[src/rtl/bdc_pkg.sv]
package bdc_pkg;

   // Lowest stage number that owns a detect cell
   localparam int unsigned FIRST_STAGE = 3;

   // Variants of the lowest-zero encoder
   typedef enum logic [0:0] {
      ENC_SCAN    = 1'b0,
      ENC_ISOLATE = 1'b1
   } enc_style_e;

   // Number of detect cells for a line of n stages
   function automatic int unsigned cell_count(input int unsigned n);
      return n - FIRST_STAGE;
   endfunction

   // Index width able to hold every cell number plus an all-ones "none" code
   function automatic int unsigned idx_width(input int unsigned n);
      int unsigned w;
      w = $clog2(cell_count(n) + 1);
      return (w < 1) ? 1 : w;
   endfunction

endpackage

[src/rtl/bdc_cell.sv]
module bdc_cell (
   input  logic clk_i,
   input  logic init_i,
   input  logic own_q_i,
   input  logic next_q_i,
   input  logic prev_det_n_i,
   output logic det_o
);

   logic arm_q;
   logic det_q;
   logic load_en;

   // Arm element: captures a constant one while its own stage is high
   always_ff @(posedge clk_i) begin
      if (init_i)
         arm_q <= 1'b0;
      else if (own_q_i)
         arm_q <= 1'b1;
   end

   // Detect element: follows the next stage while enabled
   assign load_en = arm_q | prev_det_n_i;

   always_ff @(posedge clk_i) begin
      if (init_i)
         det_q <= 1'b1;
      else if (load_en)
         det_q <= next_q_i;
   end

   assign det_o = det_q;


   arm_sticky_chk: assert property (@(posedge clk_i) disable iff (init_i)
      arm_q |=> arm_q);


   arm_set_chk: assert property (@(posedge clk_i) disable iff (init_i)
      own_q_i |=> arm_q);


   init_state_chk: assert property (@(posedge clk_i) disable iff (init_i)
      $fell(init_i) |-> (!arm_q && det_q));


   det_hold_chk: assert property (@(posedge clk_i) disable iff (init_i)
      (!arm_q && !prev_det_n_i) |=> $stable(det_q));


   det_load_chk: assert property (@(posedge clk_i) disable iff (init_i)
      (arm_q || prev_det_n_i) |=> (det_q == $past(next_q_i)));

endmodule

[src/rtl/bdc_lowest_zero.sv]
module bdc_lowest_zero
   import bdc_pkg::*;
#(
   parameter int unsigned WIDTH     = 13,
   parameter int unsigned IDX_W     = 4,
   parameter enc_style_e  ENC_STYLE = ENC_SCAN
) (
   input  logic [WIDTH-1:0] vec_i,
   output logic [IDX_W-1:0] idx_o
);

   localparam logic [IDX_W-1:0] IDX_NONE = '1;

   if (WIDTH < 1) begin : g_bad_width
      $error("bdc_lowest_zero: WIDTH must be at least 1");
   end
   if ((2 ** IDX_W) < (WIDTH + 1)) begin : g_bad_idx
      $error("bdc_lowest_zero: IDX_W too small to hold a none code");
   end

   logic [WIDTH-1:0] zeros;
   assign zeros = ~vec_i;

   if (ENC_STYLE == ENC_SCAN) begin : g_scan
      // Walk from the top down so the lowest zero wins last
      always_comb begin
         idx_o = IDX_NONE;
         for (int i = WIDTH - 1; i >= 0; i--) begin
            if (zeros[i])
               idx_o = IDX_W'(i);
         end
      end
   end else begin : g_isolate
      // Keep only the lowest set bit, then turn that one-hot into binary
      logic [WIDTH-1:0] lowest;
      logic [IDX_W-1:0] bin;
      assign lowest = zeros & (~zeros + WIDTH'(1));
      always_comb begin
         bin = '0;
         for (int i = 0; i < WIDTH; i++) begin
            if (lowest[i])
               bin = bin | IDX_W'(i);
         end
      end
      assign idx_o = (|zeros) ? bin : IDX_NONE;
   end

endmodule

[src/rtl/bdc_seen_tracker.sv]
module bdc_seen_tracker #(
   parameter int unsigned WIDTH = 13
) (
   input  logic             clk_i,
   input  logic             init_i,
   input  logic [WIDTH-1:0] det_n_i,
   output logic             seen_o
);

   logic seen_q;
   logic any_now;

   assign any_now = |det_n_i;

   always_ff @(posedge clk_i) begin
      if (init_i)
         seen_q <= 1'b0;
      else if (any_now)
         seen_q <= 1'b1;
   end

   assign seen_o = seen_q | any_now;


   seen_sticky_chk: assert property (@(posedge clk_i) disable iff (init_i)
      seen_o |=> seen_o);


   seen_clear_chk: assert property (@(posedge clk_i) disable iff (init_i)
      $fell(init_i) |-> !seen_q);

endmodule

[src/rtl/boundary_detect_chain.sv]
module boundary_detect_chain
   import bdc_pkg::*;
#(
   parameter int unsigned N_STAGES  = 16,
   parameter enc_style_e  ENC_STYLE = ENC_SCAN,
   localparam int unsigned NCELL    = cell_count(N_STAGES),
   localparam int unsigned IDX_W    = idx_width(N_STAGES)
) (
   input  logic              clk_i,
   input  logic              init_i,
   input  logic [N_STAGES-1:0] stage_q_i,
   output logic [NCELL-1:0]  det_o,
   output logic [NCELL-1:0]  det_n_o,
   output logic              xover_seen_o,
   output logic [IDX_W-1:0]  xover_idx_o
);

   localparam logic [IDX_W-1:0] IDX_NONE = '1;
   localparam int unsigned      PAD_W    = 2 ** IDX_W;

   if (N_STAGES < 4 || N_STAGES > 64) begin : g_bad_stages
      $error("boundary_detect_chain: N_STAGES must lie in 4..64");
   end

   logic [NCELL-1:0] det_w;
   logic [NCELL-1:0] det_n_w;

   // One cell per stage pair; cell c owns stage c+3, watches stage c+4
   for (genvar c = 0; c < NCELL; c++) begin : g_cell
      logic prev_n;
      if (c == 0) begin : g_head
         assign prev_n = 1'b0;
      end else begin : g_link
         assign prev_n = det_n_w[c-1];
      end

      bdc_cell u_cell (
         .clk_i        (clk_i),
         .init_i       (init_i),
         .own_q_i      (stage_q_i[FIRST_STAGE - 1 + c]),
         .next_q_i     (stage_q_i[FIRST_STAGE + c]),
         .prev_det_n_i (prev_n),
         .det_o        (det_w[c])
      );

      assign det_n_w[c] = ~det_w[c];
   end

   bdc_lowest_zero #(
      .WIDTH     (NCELL),
      .IDX_W     (IDX_W),
      .ENC_STYLE (ENC_STYLE)
   ) u_enc (
      .vec_i (det_w),
      .idx_o (xover_idx_o)
   );

   bdc_seen_tracker #(
      .WIDTH (NCELL)
   ) u_seen (
      .clk_i   (clk_i),
      .init_i  (init_i),
      .det_n_i (det_n_w),
      .seen_o  (xover_seen_o)
   );

   assign det_o   = det_w;
   assign det_n_o = det_n_w;

   // Padded copy so the reported index can address a detect bit safely
   logic [PAD_W-1:0] det_pad;
   assign det_pad = {{(PAD_W - NCELL){1'b1}}, det_w};


   idx_none_chk: assert property (@(posedge clk_i) disable iff (init_i)
      (xover_idx_o == IDX_NONE) == (&det_o));


   idx_points_zero_chk: assert property (@(posedge clk_i) disable iff (init_i)
      (xover_idx_o != IDX_NONE) |-> !det_pad[xover_idx_o]);


   seen_covers_chk: assert property (@(posedge clk_i) disable iff (init_i)
      (xover_idx_o != IDX_NONE) |-> xover_seen_o);

endmodule

[config.mk]
export PLATFORM = sky130hd
export DESIGN_NAME = boundary_detect_chain
export DESIGN_NICKNAME = d
export VERILOG_FILES = /design/src/rtl/bdc_pkg.sv /design/src/rtl/bdc_cell.sv /design/src/rtl/bdc_lowest_zero.sv /design/src/rtl/bdc_seen_tracker.sv /design/src/rtl/boundary_detect_chain.sv
export SDC_FILE = /design/constraint.sdc
export NUM_CORES = 1
export LEC_CHECK = 0
export BUFFER_PORTS_ARGS = -buffer_cell sky130_fd_sc_hd__buf_2
export CAP_MARGIN = 25
export CORE_AREA = 2 2 66 52
export DETAILED_ROUTE_END_ITERATION = 10
export DIE_AREA = 0 0 68 54
export PLACE_DENSITY = 0.72
export SLEW_MARGIN = 0
export SYNTH_ARGS = -nofsm -noshare
export SYNTH_HDL_FRONTEND = slang
export SYNTH_SLANG_ARGS = --single-unit
[constraint.sdc]
create_clock -name clk_i -period 1.2 [get_ports clk_i]
set_input_delay 0.18 -clock clk_i [delete_from_list [all_inputs] [get_ports clk_i]]
set_output_delay 0.18 -clock clk_i [all_outputs]
set_load 0.02 [all_outputs]
### Word-level counts from Yosys, hierarchy flattened

Cells that the tools add are included.

| word-level totals | value |
|---|---|
| memories | 0 |
| ROM bits | 0 |
| bits of input ports | 18 |
| logic and storage cells | 68 |
| memory bits (writable) | 0 |
| register bits after elaboration | 27 |
| output and inout port bits | 31 |
| bits in latches | 0 |

| operators by class | value |
|---|---|
| reduce and logical (&&, ||, !) cells | 1 |
| shifts and indexed selects | 0 |
| bitwise gates (word level) | 27 |
| $mul | 0 |
| mux-type cells | 13 |
| equality and inequality tests | 0 |
| magnitude comparators | 0 |
| add/sub/neg operators | 0 |
| div/mod/pow operators | 0 |

Operator list:

| kind | number |
|---|---|
| 4-bit 2-to-1 mux | 8 |
| 1-bit inverter | 13 |
| 13-bit inverter | 1 |
| 1-bit OR | 13 |
| 13-bit OR reduction | 1 |
| 3-bit 2-to-1 mux | 4 |
| 2-bit 2-to-1 mux | 1 |

### Logic depth before layout (Yosys ltp)

Gate-level depths: netlist of run 1.

| depth | value |
|---|---|
| word-level depth | 14 |
| mapped depth | 4 |
| depth with buffers taken out | 4 |

### Hierarchy

From an unflattened synthesis of run 1, not the netlist that was laid out.

| second synthesis, totals | value |
|---|---|
| cell total of the unflattened synthesis | 145 |
| area, all modules | 1199.9 um^2 |

Modules (own cells, without submodules):

| module | cells each | instances | sequential area each (um^2) | area an instance (um^2) |
|---|---|---|---|---|
| bdc_cell | 7 | 13 | 40.0 | 67.6 |
| boundary_detect_chain | 26 | 1 | 0.0 | 142.6 |
| bdc_lowest_zero | 21 | 1 | 0.0 | 115.1 |
| bdc_seen_tracker | 7 | 1 | 20.0 | 63.8 |

### Least setup slack after synthesis of run 1

Ideal clock, no wire load.

| path | value |
|---|---|
| kind | register -> output |
| start | register g_cell[0].u_cell.det_q |
| end | output xover_seen_o |
| buffers on the path | 0 |
| arrival | 1.421 ns |
| required time | 1.020 ns |
| cell stages (with the launch flop) | 4 |
| setup slack | -0.401 ns |
| path through | dfxtp_1 -> nand4_1 -> nor3_1 -> nand2_1 |

| on the way | value |
|---|---|
| cells in the longest elaborated chain, start to end | 3 |

Ends and longest elaborated chain:

| item | line | source |
|---|---|---|
| from (decl) | bdc_cell.sv:11 | `logic det_q;` |
| from (signal assigned) | bdc_cell.sv:29 | `det_q <= next_q_i;` |
| 1-bit inverter | boundary_detect_chain.sv:46 | `assign det_n_w[c] = ~det_w[c];` |
| 13-bit OR reduction | bdc_seen_tracker.sv:13 | `assign any_now = \|det_n_i;` |
| 1-bit OR | bdc_seen_tracker.sv:22 | `assign seen_o = seen_q \| any_now;` |
| to (decl) | boundary_detect_chain.sv:14 | `output logic xover_seen_o,` |

Every way passes these cells.

### Worst setup path in the final report of run 1

| path | value |
|---|---|
| start | register g_cell[12].u_cell.det_q |
| end | output xover_idx_o[1] |

| on the way | value |
|---|---|
| cells in the longest elaborated chain, start to end | 14 |

Ends and longest elaborated chain:

| item | line | source |
|---|---|---|
| from (decl) | bdc_cell.sv:11 |  |
| from (signal assigned) | bdc_cell.sv:29 |  |
| 13-bit inverter | bdc_lowest_zero.sv:22 | `assign zeros = ~vec_i;` |
| 2-bit 2-to-1 mux | bdc_lowest_zero.sv:29 | `if (zeros[i])` |
| 3-bit 2-to-1 mux (4 in series) | bdc_lowest_zero.sv:29 |  |
| 4-bit 2-to-1 mux (8 in series) | bdc_lowest_zero.sv:29 |  |
| to (decl) | boundary_detect_chain.sv:15 | `output logic [IDX_W-1:0] xover_idx_o` |

Every way passes these cells.

==> flow_summary.toml, run 1 <==
[sta]
rsz0062_at_grt = "true"
max_freq_mhz = 567
timing_hold_violations_final = 0
setup_viol = 10
finClkSkew_ns = 0.00771
finalCriticalPeriod_ns = 1.76
setup_ws_ns = -0.563
slew_viol_final = 0
maxSlewHeadroom = 0.779
worst_pin_slew_ns = 0.331
timing.setup.tns_ns = -2.64
holdWs_ns = 0.112
finalCritPeriodShare = 1.47

[clock_tree]
cts_buffer_depth = 2
clk_pin_slew_ns = 0.09
cts_buffers = 3
cts_hold_buf = 0
htree_levels = 1
cts_tree = "yes"
root_buffer = "clkbuf_8"
clk_latency_ns = 0.27
cts_sinks = 27

[floorplan]
start_util = 0.394
die_h_um = 54
boundaryPins = 49
fp.dieW_um = 68
die_area_um2 = 3670
core.rowCount = 18
coreArea_um2 = 3110

[global_route]
grt_max_degree = 16
antenna_found_initial = 0
grt_pass1_wl_mm = 4.89
grt_use_total = 0.182
grt_overflow_total = 0
grt_pass1_vias = 1109

[worst_setup_path]
cp.arrival_ns = 1.58
reg2reg_depth = 6
path_class = "reg2out"
crit_fanout = 2
r2r-end = "u_seen.seen_q"
startpoint = "g_cell[12].u_cell.det_o"
worst_ep_required_time_ns = 1.02
cp-end-kind = "primary output"
r2r_slack_ns = 0.02
reg2reg_from = "g_cell[5].u_cell.det_o"
start_kind = "flip-flop"

[detailed_routing]
wl_mm = 3.15
drt_iter0_drc = 34
vias = 1152
post_drt_wl_per_cell_um = 12.8
drtPass1Iterations = 4
drc = 0
final_antenna_net_count = 0
via_per_inst = 4.66

[min_path]
min_path_type = "in2reg"
hold_end = "g_cell[0].u_cell.arm_q"
holdPathStages = 3
hold_path.startpoint = "stage_q_i[2]"

[cells_and_area]
antenna_cells = 0
fin_nets = 226
stdcell_count = 247
stdcell_area_um2 = 1820
area_growth_pct = 48.6
layout-drive-gt1-share = 0.512
postLayoutCoreUtil = 0.585

[synthesis]
async_flop_share = 0
yosys_warnings = 0
syn-cell-area_um2 = 1220
synth_nets = 169
avgSynthCellArea_um2 = 8.10
ys.flop_type = "dfxtp_1"
yosysUniqueCellTypes = 19
ys_seq_area_frac = 0.442
synthesis.instances = 151
synth_seq_cells = 27
synth_edf_count = 0

[placement]
routabilityCongestion = 0.805
dpl_cell_area_um2 = 1510
io_buffers = 46
dpl.cell_count = 234
place_ws_ns = -0.357
hpwl_mm = 2.21

[status]
status = "finished with violations"
violations = "negative setup slack"

[flow_run]
cap_violations = 0

[power_and_ir_drop]
power_mw = 2.51
ir_drop_mv = 1.00
power_density_nw_per_um2 = 1380
p_leak_nw = 0.924
==> placed cells by master, fill, tap and decap left out, drive strengths merged <==
master	netlist	final
a2111oi	2	2
a21oi	2	2
a31oi	1	1
buf	25	79
clkbuf	2	3
clkinv	0	1
dfxtp	27	27
inv	14	14
nand2	16	16
nand2b	11	11
nand4	2	2
nor2	27	27
nor3	2	2
o211ai	13	13
o21a	1	1
o21ai	2	2
o311a	1	1
o311ai	1	1
or2b	2	2
==> registers in the layout, summed over array words and instances, names as in the netlist <==
signal	flops
g_cell.u_cell.arm_q	13
g_cell.u_cell.det_o	13
u_seen.seen_q	1
==> critical path: stages, from the launching register on <==
cell	delay [ns]
dfxtp_2	0.34
buf_6	0.12
o311ai_4	0.25
a31oi_2	0.15
o311a_1	0.32
buf_6	0.13
==> report_power, final <==
group	switching [mW]	internal [mW]	total (mW)	leakage (nW)
clock	0.272	0.232	0.505	0.0255
sequential	0.0526	0.982	1.03	0.224
combinational	0.499	0.470	0.969	0.675
total	0.824	1.68	2.51	0.924
==> cells by family (layout without fill, tap and decap cells) <==
family | Yosys count | count (layout) | synth area share
simple gates | 60 | 60 | 0.219
buf+inv | 41 | 97 | 0.202
flops | 27 | 27 | 0.442
compound gates | 23 | 23 | 0.137
==> worst max path at each step <==
stage	end	slack (ns)
2_1_floorplan	xover_idx_o[1]	-0.09
3_3_place_gp	xover_idx_o[0]	-0.32
3_5_place_dp	xover_idx_o[0]	-0.36
4_1_cts	xover_idx_o[1]	-0.55
5_1_grt	xover_idx_o[1]	-0.60
6_report	xover_idx_o[1]	-0.56
==> cell type report <==
cell class / instances / area [um^2]
multi-input cells: 83 / 520
well taps: 40 / 50.0
inverters: 14 / 55.1
fillers: 301 / 1290
flip-flops and latches: 27 / 556
repair buffers: 79 / 591
clock inverters: 1 / 5.00
clock buffers: 3 / 41.3
==> synthesized netlist by cell type, drive strengths merged, types with 2 or more instances <==
library cell	n	share of area
inv	14	0.043
nor2	27	0.083
nand4	2	0.010
nor3	2	0.0082
buf	25	0.15
o211ai	13	0.080
a2111oi	2	0.014
nand2b	11	0.056
clkbuf	2	0.0061
a21oi	2	0.0082
o21ai	2	0.0082
or2b	2	0.012
nand2	16	0.049
dfxtp	27	0.44
==> repair_timing <==
action | 4_1_cts | 5_1_grt
pin swaps | 5 | 5
setup endpoints to repair | 5 | 17
cloned | 0 | 0
setup buffers | 4 | 6
resized for setup | 35 | 21
==> routing by layer <==
metal  GRT usage  vias to the layer above  routed length (um)
met3      0.0397                        2                 191
met4      0.0333                        0                   4
met5           0                        -                   0
li1            -                      583                   -
met2       0.319                       38                1530
met1       0.233                      529                1420
Power figures use the tool's default switching activity.
==> run 2: changes to the inputs <==
- REMOVE_ABC_BUFFERS: unset -> 1
==> flow_summary.toml, run 2 (synthesis gave the netlist of run 1 again) <==
[cells_and_area]
postLayoutCoreUtil = 0.587
layout-drive-gt1-share = 0.515
final_common_cell = "buf_2"
seqCellArea_um2 = 553
stdcell_count = 246
fill_cells = 266
multiInputGateArea_um2 = 512
area_growth_pct = 49.1
mostFrequentLayoutCells = "buf_2 (30), nor2_1 (27), buf_6 (24), buf_4 (24), dfxtp_1 (19)"
fin_nets = 225
antenna_cells = 0

[sta]
finalCritPeriodShare = 1.49
max_freq_mhz = 558
setup_ws_ns = -0.592
timing_hold_violations_final = 0
slew_viol_final = 0
worst_pin_slew_ns = 0.295
setup_viol = 8
rsz0062_at_grt = "true"
finalCriticalPeriod_ns = 1.79
maxSlewHeadroom = 0.803
finClkSkew_ns = 0.00759
holdWs_ns = 0.107

[worst_setup_path]
cp.arrival_ns = 1.61
worst_ep_required_time_ns = 1.02
crit_path_frequent_cell = "buf_6"
cp-end-kind = "primary output"
crit_end = "xover_idx_o[1]"
critPathTopFamily = "compound AO/OA/AOI/OAI gates"
r2r_slack_ns = 0
path_cells = "buf_6, inv_4, o311ai_4, a31oi_1, o311a_1, buf_6"
r2r-end = "g_cell[12].u_cell.det_o"
reg2reg_depth = 5
start_kind = "flip-flop"
path_buf_inv = 3
cpPeakStageDelay_ns = 0.36
cp.depth = 6
crit_fanout = 3
cp_slowest_cell = "dfxtp_2"
reg2reg_from = "g_cell[11].u_cell.det_o"
startpoint = "g_cell[11].u_cell.det_o"
path_class = "reg2out"

[clock_tree]
cts_sinks = 27
htree_levels = 1
clk_pin_slew_ns = 0.09
cts_tree = "yes"
clk_latency_ns = 0.27
cts_buffer_depth = 2
root_buffer = "clkbuf_8"
cts_hold_buf = 0
cts_buffers = 3

[global_route]
grt_overflow_total = 0
grt_max_degree = 17
antenna_found_initial = 0
grt_pass1_vias = 1012
grt_pass1_wl_mm = 4.55
grt_use_total = 0.166

[floorplan]
die_h_um = 54
core.rowCount = 18
start_util = 0.394
fp.dieW_um = 68
coreArea_um2 = 3110
boundaryPins = 49
die_area_um2 = 3670

[detailed_routing]
routed.top_layer = "met4"
drt_iter0_drc = 15
final_antenna_net_count = 0
via_per_inst = 4.59
met2_length_mm = 1.46
drtPass1Iterations = 4
wl_met3_um = 202
m1WireLength_mm = 1.36
wl_mm = 3.06
drc = 0
vias = 1130
post_drt_wl_per_cell_um = 12.5

[placement]
hpwl_mm = 2.05
routabilityCongestion = 0.773
place_ws_ns = -0.395
dpl.cell_count = 234
io_buffers = 46

[status]
violations = "negative setup slack"
status = "finished with violations"

[power_and_ir_drop]
power_density_nw_per_um2 = 1380
p_leak_nw = 0.903
ir_drop_mv = 0.941

[min_path]
min_path_type = "in2reg"
hold_path.startpoint = "stage_q_i[2]"

[flow_run]
cap_violations = 0
-- run 2: repair_timing --
action	CTS	global route
endpoints found under the hold margin	0	0
resized for setup	43	33
buffers inserted	10	5
endpoints found under the setup margin	8	17
pin swaps	10	3
-- run 2: through the flow --
step / setup TNS (ns) / area (um^2) / power, mW
3_3_place_gp: -0.832 / 1490 / 1.74
2_1_floorplan: -1.89 / 1030 / 1.42
4_1_cts: -2.03 / 1720 / 2.44
3_5_place_dp: -0.975 / 1490 / 1.75
6_report: -2.29 / 1820 / 2.52
5_1_grt: -2.92 / 1820 / 2.67
-- run 2: cell type report --
type / instances / area share
multi-input combinational: 83 / 0.281
sequential: 27 / 0.303
clock inverter: 1 / 0.00412
inverter: 14 / 0.0329
timing repair buffer: 78 / 0.329
tap: 40 / 0.0274
clock buffer: 3 / 0.0226
-- run 2: worst register-to-register path, stage by stage (launching register included) --
cell	delay, ns
dfxtp_2	0.36
buf_6	0.12
buf_4	0.11
or2b_1	0.26
nand2_1	0.08
o211ai_1	0.13
-- run 2: per-layer routing --
metal,up-vias,global-route usage
met5,-,0
met4,0,0.0433
met3,7,0.0523
met2,35,0.275
met1,508,0.211
li1,580,-
-- run 2: worst min-delay path by stage --
stage,to,cells after the start
2_1_floorplan,u_seen.seen_q,1
3_3_place_gp,g_cell[0].u_cell.arm_q,3
3_5_place_dp,g_cell[0].u_cell.arm_q,3
4_1_cts,g_cell[0].u_cell.arm_q,3
5_1_grt,g_cell[6].u_cell.arm_q,3
6_report,g_cell[0].u_cell.arm_q,3
-- run 2: where the power goes --
| part | internal (mW) | switching (mW) | total (mW) |
|---|---|---|---|
| sequential | 0.982 | 0.0499 | 1.03 |
| clock | 0.236 | 0.285 | 0.521 |
| combinational | 0.472 | 0.500 | 0.972 |
